--- config.mk ---
export PLATFORM = sky130hd
export DESIGN_NAME = shift_unit
export DESIGN_NICKNAME = d
export VERILOG_FILES = /design/src/rtl/shift_pkg.sv /design/src/rtl/shift_iter_core.sv /design/src/rtl/shift_barrel_core.sv /design/src/rtl/shift_unit.sv
export SDC_FILE = /design/constraint.sdc
export NUM_CORES = 1
export LEC_CHECK = 0
export ABC_AREA = 1
export CELL_PAD_IN_SITES_DETAIL_PLACEMENT = 1
export CELL_PAD_IN_SITES_GLOBAL_PLACEMENT = 1
export CORE_ASPECT_RATIO = 0.5
export CORE_MARGIN = 3
export CORE_UTILIZATION = 39
export CTS_CLUSTER_SIZE = 12
export DETAILED_ROUTE_END_ITERATION = 10
export GPL_TIMING_DRIVEN = 0
export HOLD_SLACK_MARGIN = 0.12
export PLACE_DENSITY = 0.84
export SLEW_MARGIN = 5
export SYNTH_ARGS = -nofsm -noshare
export SYNTH_HDL_FRONTEND = slang
export SYNTH_HIERARCHICAL = 1
export SYNTH_SLANG_ARGS = --single-unit
--- constraint.sdc ---
create_clock -name clk -period 3.7 [get_ports clk]
set_input_delay 0.555 -clock clk [delete_from_list [all_inputs] [get_ports clk]]
set_output_delay 0.555 -clock clk [all_outputs]
set_load 0.1 [all_outputs]
--- src/rtl/shift_pkg.sv ---
package shift_pkg;
    localparam int DATA_W      = 32;
    localparam int AMT_W       = $clog2(DATA_W);
    localparam int COARSE_STEP = 4;
    localparam int CRS_SH      = $clog2(COARSE_STEP);

    typedef logic [DATA_W-1:0] word_t;
    typedef logic [AMT_W-1:0]  amt_t;

    typedef enum logic [1:0] {
        SH_LL = 2'd0,
        SH_RL = 2'd1,
        SH_RA = 2'd2
    } shop_e;

    typedef struct packed {
        word_t data;
        amt_t  amt;
        shop_e op;
    } shreq_t;

    function automatic word_t shift_by(word_t v, shop_e op, amt_t n);
        case (op)
            SH_LL:   return v << n;
            SH_RA:   return word_t'($signed(v) >>> n);
            default: return v >> n;
        endcase
    endfunction

    function automatic int unsigned steps_for(amt_t n, bit coarse);
        int unsigned u;
        u = int'(n);
        if (coarse) return (u / COARSE_STEP) + (u % COARSE_STEP);
        return u;
    endfunction
endpackage

--- src/rtl/shift_iter_core.sv ---
module shift_iter_core
    import shift_pkg::*;
#(
    parameter bit COARSE = 1'b1
) (
    input  logic   clk,
    input  logic   rst,
    input  logic   start_i,
    input  shreq_t req_i,
    output logic   busy_o,
    output logic   done_o,
    output word_t  result_o
);
    word_t work_q;
    shop_e op_q;
    amt_t  crs_q, fine_q;
    amt_t  crs_ld, fine_ld;

    generate
        if (COARSE) begin : g_stride
            assign crs_ld  = amt_t'(req_i.amt >> CRS_SH);
            assign fine_ld = amt_t'(req_i.amt[CRS_SH-1:0]);
        end else begin : g_single
            assign crs_ld  = '0;
            assign fine_ld = req_i.amt;
        end
    endgenerate

    always_ff @(posedge clk) begin
        if (rst) begin
            busy_o   <= 1'b0;
            done_o   <= 1'b0;
            result_o <= '0;
            work_q   <= '0;
            op_q     <= SH_LL;
            crs_q    <= '0;
            fine_q   <= '0;
        end else begin
            done_o <= 1'b0;
            if (!busy_o) begin
                if (start_i) begin
                    busy_o <= 1'b1;
                    work_q <= req_i.data;
                    op_q   <= req_i.op;
                    crs_q  <= crs_ld;
                    fine_q <= fine_ld;
                end
            end else if (crs_q != '0) begin
                work_q <= shift_by(work_q, op_q, amt_t'(COARSE_STEP));
                crs_q  <= crs_q - amt_t'(1);
            end else if (fine_q != '0) begin
                work_q <= shift_by(work_q, op_q, amt_t'(1));
                fine_q <= fine_q - amt_t'(1);
            end else begin
                busy_o   <= 1'b0;
                done_o   <= 1'b1;
                result_o <= work_q;
            end
        end
    end

    a_r7_done_single: assert property (@(posedge clk) disable iff (rst)
        done_o |=> !done_o);
    a_r7_not_both: assert property (@(posedge clk) disable iff (rst)
        !(busy_o && done_o));
    a_r8_zero_fast: assert property (@(posedge clk) disable iff (rst)
        (start_i && !busy_o && req_i.amt == '0) |=> busy_o ##1 done_o);
    a_r9_op_kept: assert property (@(posedge clk) disable iff (rst)
        (busy_o && start_i) |=> $stable(op_q));
endmodule

--- src/rtl/shift_barrel_core.sv ---
module shift_barrel_core
    import shift_pkg::*;
(
    input  logic   clk,
    input  logic   rst,
    input  logic   start_i,
    input  shreq_t req_i,
    output logic   busy_o,
    output logic   done_o,
    output word_t  result_o
);
    shreq_t req_q;

    always_ff @(posedge clk) begin
        if (rst) begin
            busy_o   <= 1'b0;
            done_o   <= 1'b0;
            result_o <= '0;
            req_q    <= '0;
        end else begin
            done_o <= 1'b0;
            if (!busy_o) begin
                if (start_i) begin
                    busy_o <= 1'b1;
                    req_q  <= req_i;
                end
            end else begin
                busy_o   <= 1'b0;
                done_o   <= 1'b1;
                result_o <= shift_by(req_q.data, req_q.op, req_q.amt);
            end
        end
    end

    a_r6_fixed_latency: assert property (@(posedge clk) disable iff (rst)
        (start_i && !busy_o) |=> busy_o ##1 (done_o && !busy_o));
    a_r7_done_single: assert property (@(posedge clk) disable iff (rst)
        done_o |=> !done_o);
endmodule

--- src/rtl/shift_unit.sv ---
module shift_unit
    import shift_pkg::*;
#(
    parameter bit USE_BARREL = 1'b0,
    parameter bit USE_COARSE = 1'b1
) (
    input  logic              clk,
    input  logic              rst,
    input  logic              start_i,
    input  logic [1:0]        op_i,
    input  logic [AMT_W-1:0]  amt_i,
    input  logic [DATA_W-1:0] operand_i,
    output logic              busy_o,
    output logic              done_o,
    output logic [DATA_W-1:0] result_o
);
    shreq_t req;
    assign req = '{data: operand_i, amt: amt_i, op: shop_e'(op_i)};

    generate
        if (USE_BARREL) begin : g_barrel
            shift_barrel_core u_core (
                .clk(clk), .rst(rst), .start_i(start_i), .req_i(req),
                .busy_o(busy_o), .done_o(done_o), .result_o(result_o)
            );
        end else begin : g_iter
            shift_iter_core #(.COARSE(USE_COARSE)) u_core (
                .clk(clk), .rst(rst), .start_i(start_i), .req_i(req),
                .busy_o(busy_o), .done_o(done_o), .result_o(result_o)
            );
        end
    endgenerate

    // Observation registers used only by the properties below.
    shreq_t     chk_q;
    logic [7:0] lat_q;
    logic [7:0] exp_lat;

    always_ff @(posedge clk) begin
        if (rst) begin
            chk_q <= '0;
            lat_q <= '0;
        end else if (start_i && !busy_o) begin
            chk_q <= req;
            lat_q <= '0;
        end else if (busy_o) begin
            lat_q <= lat_q + 8'd1;
        end
    end

    always_comb begin
        if (USE_BARREL) exp_lat = 8'd1;
        else            exp_lat = 8'(steps_for(chk_q.amt, USE_COARSE) + 1);
    end

    a_r5_latency: assert property (@(posedge clk) disable iff (rst)
        done_o |-> lat_q == exp_lat);  // also covers R4 and R6
    a_r3_sign_fill: assert property (@(posedge clk) disable iff (rst)
        (done_o && chk_q.op == SH_RA) |-> result_o[DATA_W-1] == chk_q.data[DATA_W-1]);
    a_r8_zero_pass: assert property (@(posedge clk) disable iff (rst)
        (done_o && chk_q.amt == '0) |-> result_o == chk_q.data);
    a_r10_result_hold: assert property (@(posedge clk) disable iff (rst)
        $changed(result_o) |-> done_o);
    a_r11_reset: assert property (@(posedge clk)
        rst |=> (!busy_o && !done_o && result_o == '0));
endmodule

# Yosys cells after proc, flatten, opt, wreduce, memory -nomap -nowiden
# Index checks and enable logic that the tools add are counted.
# totals
regBits,78
latch_bits,0
ram_bits,0
rom_bits,0
inputBits,42
out_inout_bits,34
elab_cells,49
mem_count,0
# classes
add_sub_neg,2
n_mul,0
n_div,0
n_lt_le_gt_ge,0
n_eq_ne,7
shifts,0
n_mux,18
n_bitwise,3
reduce_logical,11
# ops
operator,count
two-way mux 32 bit,4
one-hot mux 32 bit (2 select lines),2
two-way mux 5 bit,7
nonzero test 5 bit,2
subtractor 5 x 1 -> 5 bit (second input constant),2
!= test 3 bit (second input constant),3
!= test 2 bit (second input constant),3
AND reduction 2 bit,3
AND reduction 3 bit,2
two-way mux 1 bit,5
AND reduction 4 bit,1
NOT 1 bit,3
OR reduction 3 bit,1
== test 2 bit (second input constant),1
zero test 2 bit,1
nonzero test 2 bit,1

# Logic depth before layout (Yosys ltp)
# logic_depth
ltp_word,5
depth_mapped,10
depth_no_buf,10

# Worst setup path before layout
# OpenSTA, ideal clock, no wires.
# synth_timing
path_type,register -> register
start,register g_iter.u_core.busy_o
end,register g_iter.u_core.work_q[4]
setup_ns,0.115
arrival_ns,1.938
required_time_ns,3.585
slack_ns,1.648
path_stages_with_launch,10
path_buffers,2
cell_sequence,dfxtp_1 inv_2 nor2_2 nand3_2 nor2_4 nor2_2 buf_6 buf_6 o21ai_1 nor2_1
# synth_via
elab_chain_len,2
elab_cells_between_ends,4
cone_classes,eq/ne: 1; mux: 1; reduce/logical: 2
# synth_rtl
item,line_no,text
"start, declared",shift_iter_core.sv:10,"output logic busy_o,"
"start signal, assigned",shift_iter_core.sv:31,busy_o <= 1'b0;
"start signal, assigned",shift_iter_core.sv:42,busy_o <= 1'b1;
"start signal, assigned",shift_iter_core.sv:55,busy_o <= 1'b0;
!= test 3 bit (no line) / nonzero test 2 bit (equally long branches),-,
AND reduction 2 bit (no line),-,
"end signal, assigned",shift_iter_core.sv:43,work_q <= req_i.data;
"end signal, assigned",shift_iter_core.sv:49,"work_q <= shift_by(work_q, op_q, amt_t'(COARSE_STEP));"
"end signal, assigned",shift_iter_core.sv:52,"work_q <= shift_by(work_q, op_q, amt_t'(1));"
"end, declared",shift_iter_core.sv:14,word_t work_q;
# Several ways; a longest one is shown, not always the timed one.
# A chain may end at the register's enable or synchronous reset.

# Final worst setup path
# layout_timing
start,register g_iter.u_core.busy_o
end,output busy_o
# layout_lines
item,line_no,text
"end, declared",shift_unit.sv:13,"output logic busy_o,"
# No word-level cell between the ends.

==> results.rst <==
.. list-table::
   :header-rows: 1

   * - Metric
     - Value
   * - Status
     - finished clean
   * - Number of rows created at floorplan
     - 25
   * - Synthesized instance count
     - 645
   * - Total clock buffers created by CTS
     - 9
   * - Worst r2r path cells
     - 8
   * - # Max-Cap Violations
     - 0
   * - Core area
     - 9790 um2
   * - Number of stages on the worst hold path
     - 2
   * - Antenna Cells
     - 0
   * - Detailed Route Iter0 Violations
     - 345
   * - Overflow after GRT
     - 0
   * - Vias after detailed routing
     - 4686
   * - Largest net degree at the start of global routing
     - 13
   * - Antenna violations before repair
     - 0
   * - Worst reg2reg endpoint
     - g_iter.u_core/result_o[29]
   * - Count of distinct cell types in the synthesized netlist
     - 26
   * - Worst Hold Path EP
     - g_iter.u_core/result_o[0]
   * - CP Max Fanout
     - 6
   * - R2r startpoint
     - g_iter.u_core/crs_q[0]
   * - Number of cells after detailed placement
     - 855
   * - Total power per unit cell area
     - 628 nW/um2
   * - Final standard cell count with taps included and fillers excluded
     - 870
   * - Ratio of routed vias to standard cells
     - 5.39
   * - Maximum buffer depth of the clock tree
     - 2
   * - YS warnings
     - 6
   * - First-pass GRT wire length
     - 24.8 mm
   * - Max Clk Rate
     - 0.396 GHz
   * - Highest metal layer used by the detailed router
     - met4
   * - Worst-case setup margin in the final layout
     - 1.17 ns
   * - Post-layout nets
     - 775
   * - Total power draw
     - 3.31 mW
   * - Worst setup slack after placement
     - 1.42 ns
   * - Cts repair resizes
     - 0
   * - Worst Tran Pin Value
     - 0.983 ns
   * - Total die area
     - 11800 um2
   * - Die height
     - 78.3 um
   * - WL final
     - 15.5 mm
   * - Post-route minimum period
     - 2.53 ns
   * - Critical path endpoint category
     - output pin
   * - CTS tree
     - done
   * - Worst Path Class, Setup
     - reg2out
   * - Synthesized area per cell
     - 6.31 um2
   * - Slowest stage delay, CP
     - 1.18 ns
   * - Type of the tightest min-delay check
     - reg2reg
   * - Critical-path cell with the highest stage delay
     - sky130_fd_sc_hd__clkdlybuf4s50_1
   * - Count of hold-fix buffers inserted at cts
     - 0
   * - Buffer type at the clock tree root
     - sky130_fd_sc_hd__clkbuf_16
   * - Cell leakage power
     - 2.35 nW
   * - Nets in the synthesized netlist
     - 689
   * - Final setup violation count
     - 0
   * - Wl on met1
     - 6.90 mm
   * - Max-slew violations
     - 0
   * - Cell type group with the largest total delay on the critical path
     - buffers and inverters
   * - Fill cell instance count of the final layout
     - 1330
   * - Count of state elements after synthesis
     - 78
   * - Data required time of the critical path
     - 3.14 ns
   * - Metal2 WL
     - 7.27 mm
   * - Worst path buffer plus inverter count
     - 1
   * - FF-to-FF setup slack
     - 1.74 ns
   * - Cell area after placement
     - 4990 um2
   * - Remaining routing DRC violations
     - 0
   * - Worst vdd ir
     - 243 uV
   * - Worst hold margin
     - 0.485 ns
   * - Data arrival, critical path
     - 1.97 ns
   * - Sum Neg Setup Slack
     - 0 ns
   * - Placer congestion estimate
     - 0.914
   * - Cells traversed along the worst timing path
     - clkdlybuf4s50_1
   * - Share of layout cells above drive strength 1
     - 0.0626
   * - Layout Skew
     - 0.00582 ns
   * - Register clock-pin slew on the reported worst setup and hold paths
     - 0.06 ns
   * - Core utilization of the finished layout
     - 0.540
   * - Hold path start
     - g_iter.u_core/work_q[0]
   * - Initial Util
     - 0.416
   * - Slew Limit Headroom
     - 0.342
   * - Number of post-CTS setup repair buffers
     - 0
   * - Width of the die
     - 151 um
   * - Period Utilization, post-route
     - 0.683
   * - First-pass iteration count of the detailed router
     - 5
   * - I/O pin count
     - 76
   * - Cell count along the critical path
     - 1
   * - Antenna viol nets, final
     - 0
   * - Met3 wire length
     - 1.12 mm
   * - Max H-tree Level
     - 3
   * - Overall routing resource usage
     - 0.271
   * - Unrepaired setup endpoints after global routing
     - false
   * - Clock insertion delay at the later pin of the skew report
     - 0.34 ns
   * - Number of global-route vias before repair
     - 4858
   * - Number of clock sinks
     - 78
   * - IO buf count
     - 75
   * - Sequential-to-total area share from yosys stat
     - 0.383
   * - Detailed Place HPWL
     - 11.8 mm
   * - Type of element launching the critical path
     - register
   * - Final instance area
     - 5280 um2
   * - Number of failing hold endpoints at the final stage
     - 0
   * - Area growth from synthesis to layout
     - 29.7%
   * - WL per Instance
     - 17.8 um
   * - Netlist area before placement
     - 4070 um2
[layout make-up]
class	count	area, um2	share of cell area
buffer	40	200	0.0379
inverter	39	146	0.0277
sequential	78	1560	0.296
clock inverter	4	47.5	0.00900
tap	135	169	0.0320
clock buffer	11	243	0.0459
multi-input combinational	488	2160	0.410
timing repair buffer	75	751	0.142
[synthesized netlist by cell type]
cell type                  count  area share
sky130_fd_sc_hd__dfxtp_1      78        0.38
sky130_fd_sc_hd__o21ai_0      93        0.11
sky130_fd_sc_hd__buf_1         3      0.0028
sky130_fd_sc_hd__xor2_1        1      0.0022
sky130_fd_sc_hd__nand3_2       2      0.0049
sky130_fd_sc_hd__nand3_1      34       0.042
sky130_fd_sc_hd__clkbuf_1     19       0.018
sky130_fd_sc_hd__mux2i_1       1      0.0025
sky130_fd_sc_hd__nor3_1        2      0.0025
sky130_fd_sc_hd__or2_2         6      0.0092
sky130_fd_sc_hd__nand2_1     154        0.14
sky130_fd_sc_hd__nor3b_1       2      0.0037
sky130_fd_sc_hd__a21oi_1      53       0.065
sky130_fd_sc_hd__nor2_2        4      0.0061
sky130_fd_sc_hd__inv_1        38       0.035
sky130_fd_sc_hd__ha_1          2      0.0061
sky130_fd_sc_hd__nand3b_1      1      0.0018
sky130_fd_sc_hd__o21ai_1       6      0.0074
sky130_fd_sc_hd__o211ai_1      2      0.0037
sky130_fd_sc_hd__a31oi_1       2      0.0031
sky130_fd_sc_hd__buf_4         1      0.0018
sky130_fd_sc_hd__inv_2         1     0.00092
sky130_fd_sc_hd__nor2_4        1      0.0028
sky130_fd_sc_hd__buf_6         4       0.011
sky130_fd_sc_hd__buf_2        13       0.016
sky130_fd_sc_hd__nor2_1      122        0.11
[cell families (layout without fill, tap and decap cells)]
logic type,after synthesis,in the layout,synth area share
buffers and inverters,79,169,0.0851
AO/OA/AOI/OAI,156,156,0.194
multiplexers,1,1,0.00246
flip-flops,78,78,0.383
adder cells (fa/ha/maj),2,2,0.00614
AND/OR/NAND/NOR,328,328,0.327
XOR/XNOR,1,1,0.00215
[metal layers]
metal | track usage | vias to the layer above
li1 | - | 2251
met1 | 0.350 | 2281
met2 | 0.464 | 137
met3 | 0.0600 | 17
met4 | 0.0630 | 0
met5 | 0 | -
[worst max path at each step]
stage	startpoint	endpoint	slack (ns)
floorplan	g_iter.u_core/busy_o	g_iter.u_core/work_q[4]	1.65
global placement	start_i	g_iter.u_core/work_q[6]	1.46
detailed placement	start_i	g_iter.u_core/work_q[14]	1.42
CTS	g_iter.u_core/busy_o	busy_o	1.17
global route	g_iter.u_core/busy_o	busy_o	1.12
finish	g_iter.u_core/busy_o	busy_o	1.17
[power breakdown]
| part | total, mW | internal, mW | switching (mW) |
|---|---|---|---|
| Sequential | 1.07 | 0.968 | 0.102 |
| Clock | 0.876 | 0.535 | 0.342 |
| Combinational | 1.37 | 0.387 | 0.982 |
| Total | 3.31 | 1.89 | 1.43 |
[state kept, by name, summed over array words and instances, names as in the netlist]
register	count
g_iter.u_core/crs_q	5
g_iter.u_core/op_q	2
g_iter.u_core/fine_q	5
g_iter.u_core/work_q	32
g_iter.u_core/done_o	1
g_iter.u_core/busy_o	1
g_iter.u_core/result_o	32
[cells in the final DEF (no fill, tap or decap), types with 9 or more instances in the layout]
cell type	netlist	routed
sky130_fd_sc_hd__o21ai_0	93	93
sky130_fd_sc_hd__clkbuf_16	0	9
sky130_fd_sc_hd__nor2_1	122	122
sky130_fd_sc_hd__clkdlybuf4s50_1	0	75
sky130_fd_sc_hd__a21oi_1	53	53
sky130_fd_sc_hd__inv_1	38	38
sky130_fd_sc_hd__clkbuf_1	19	20
sky130_fd_sc_hd__buf_2	13	13
sky130_fd_sc_hd__nand3_1	34	34
sky130_fd_sc_hd__dfxtp_1	78	78
sky130_fd_sc_hd__nand2_1	154	154
(Power assumes the default switching activity.)
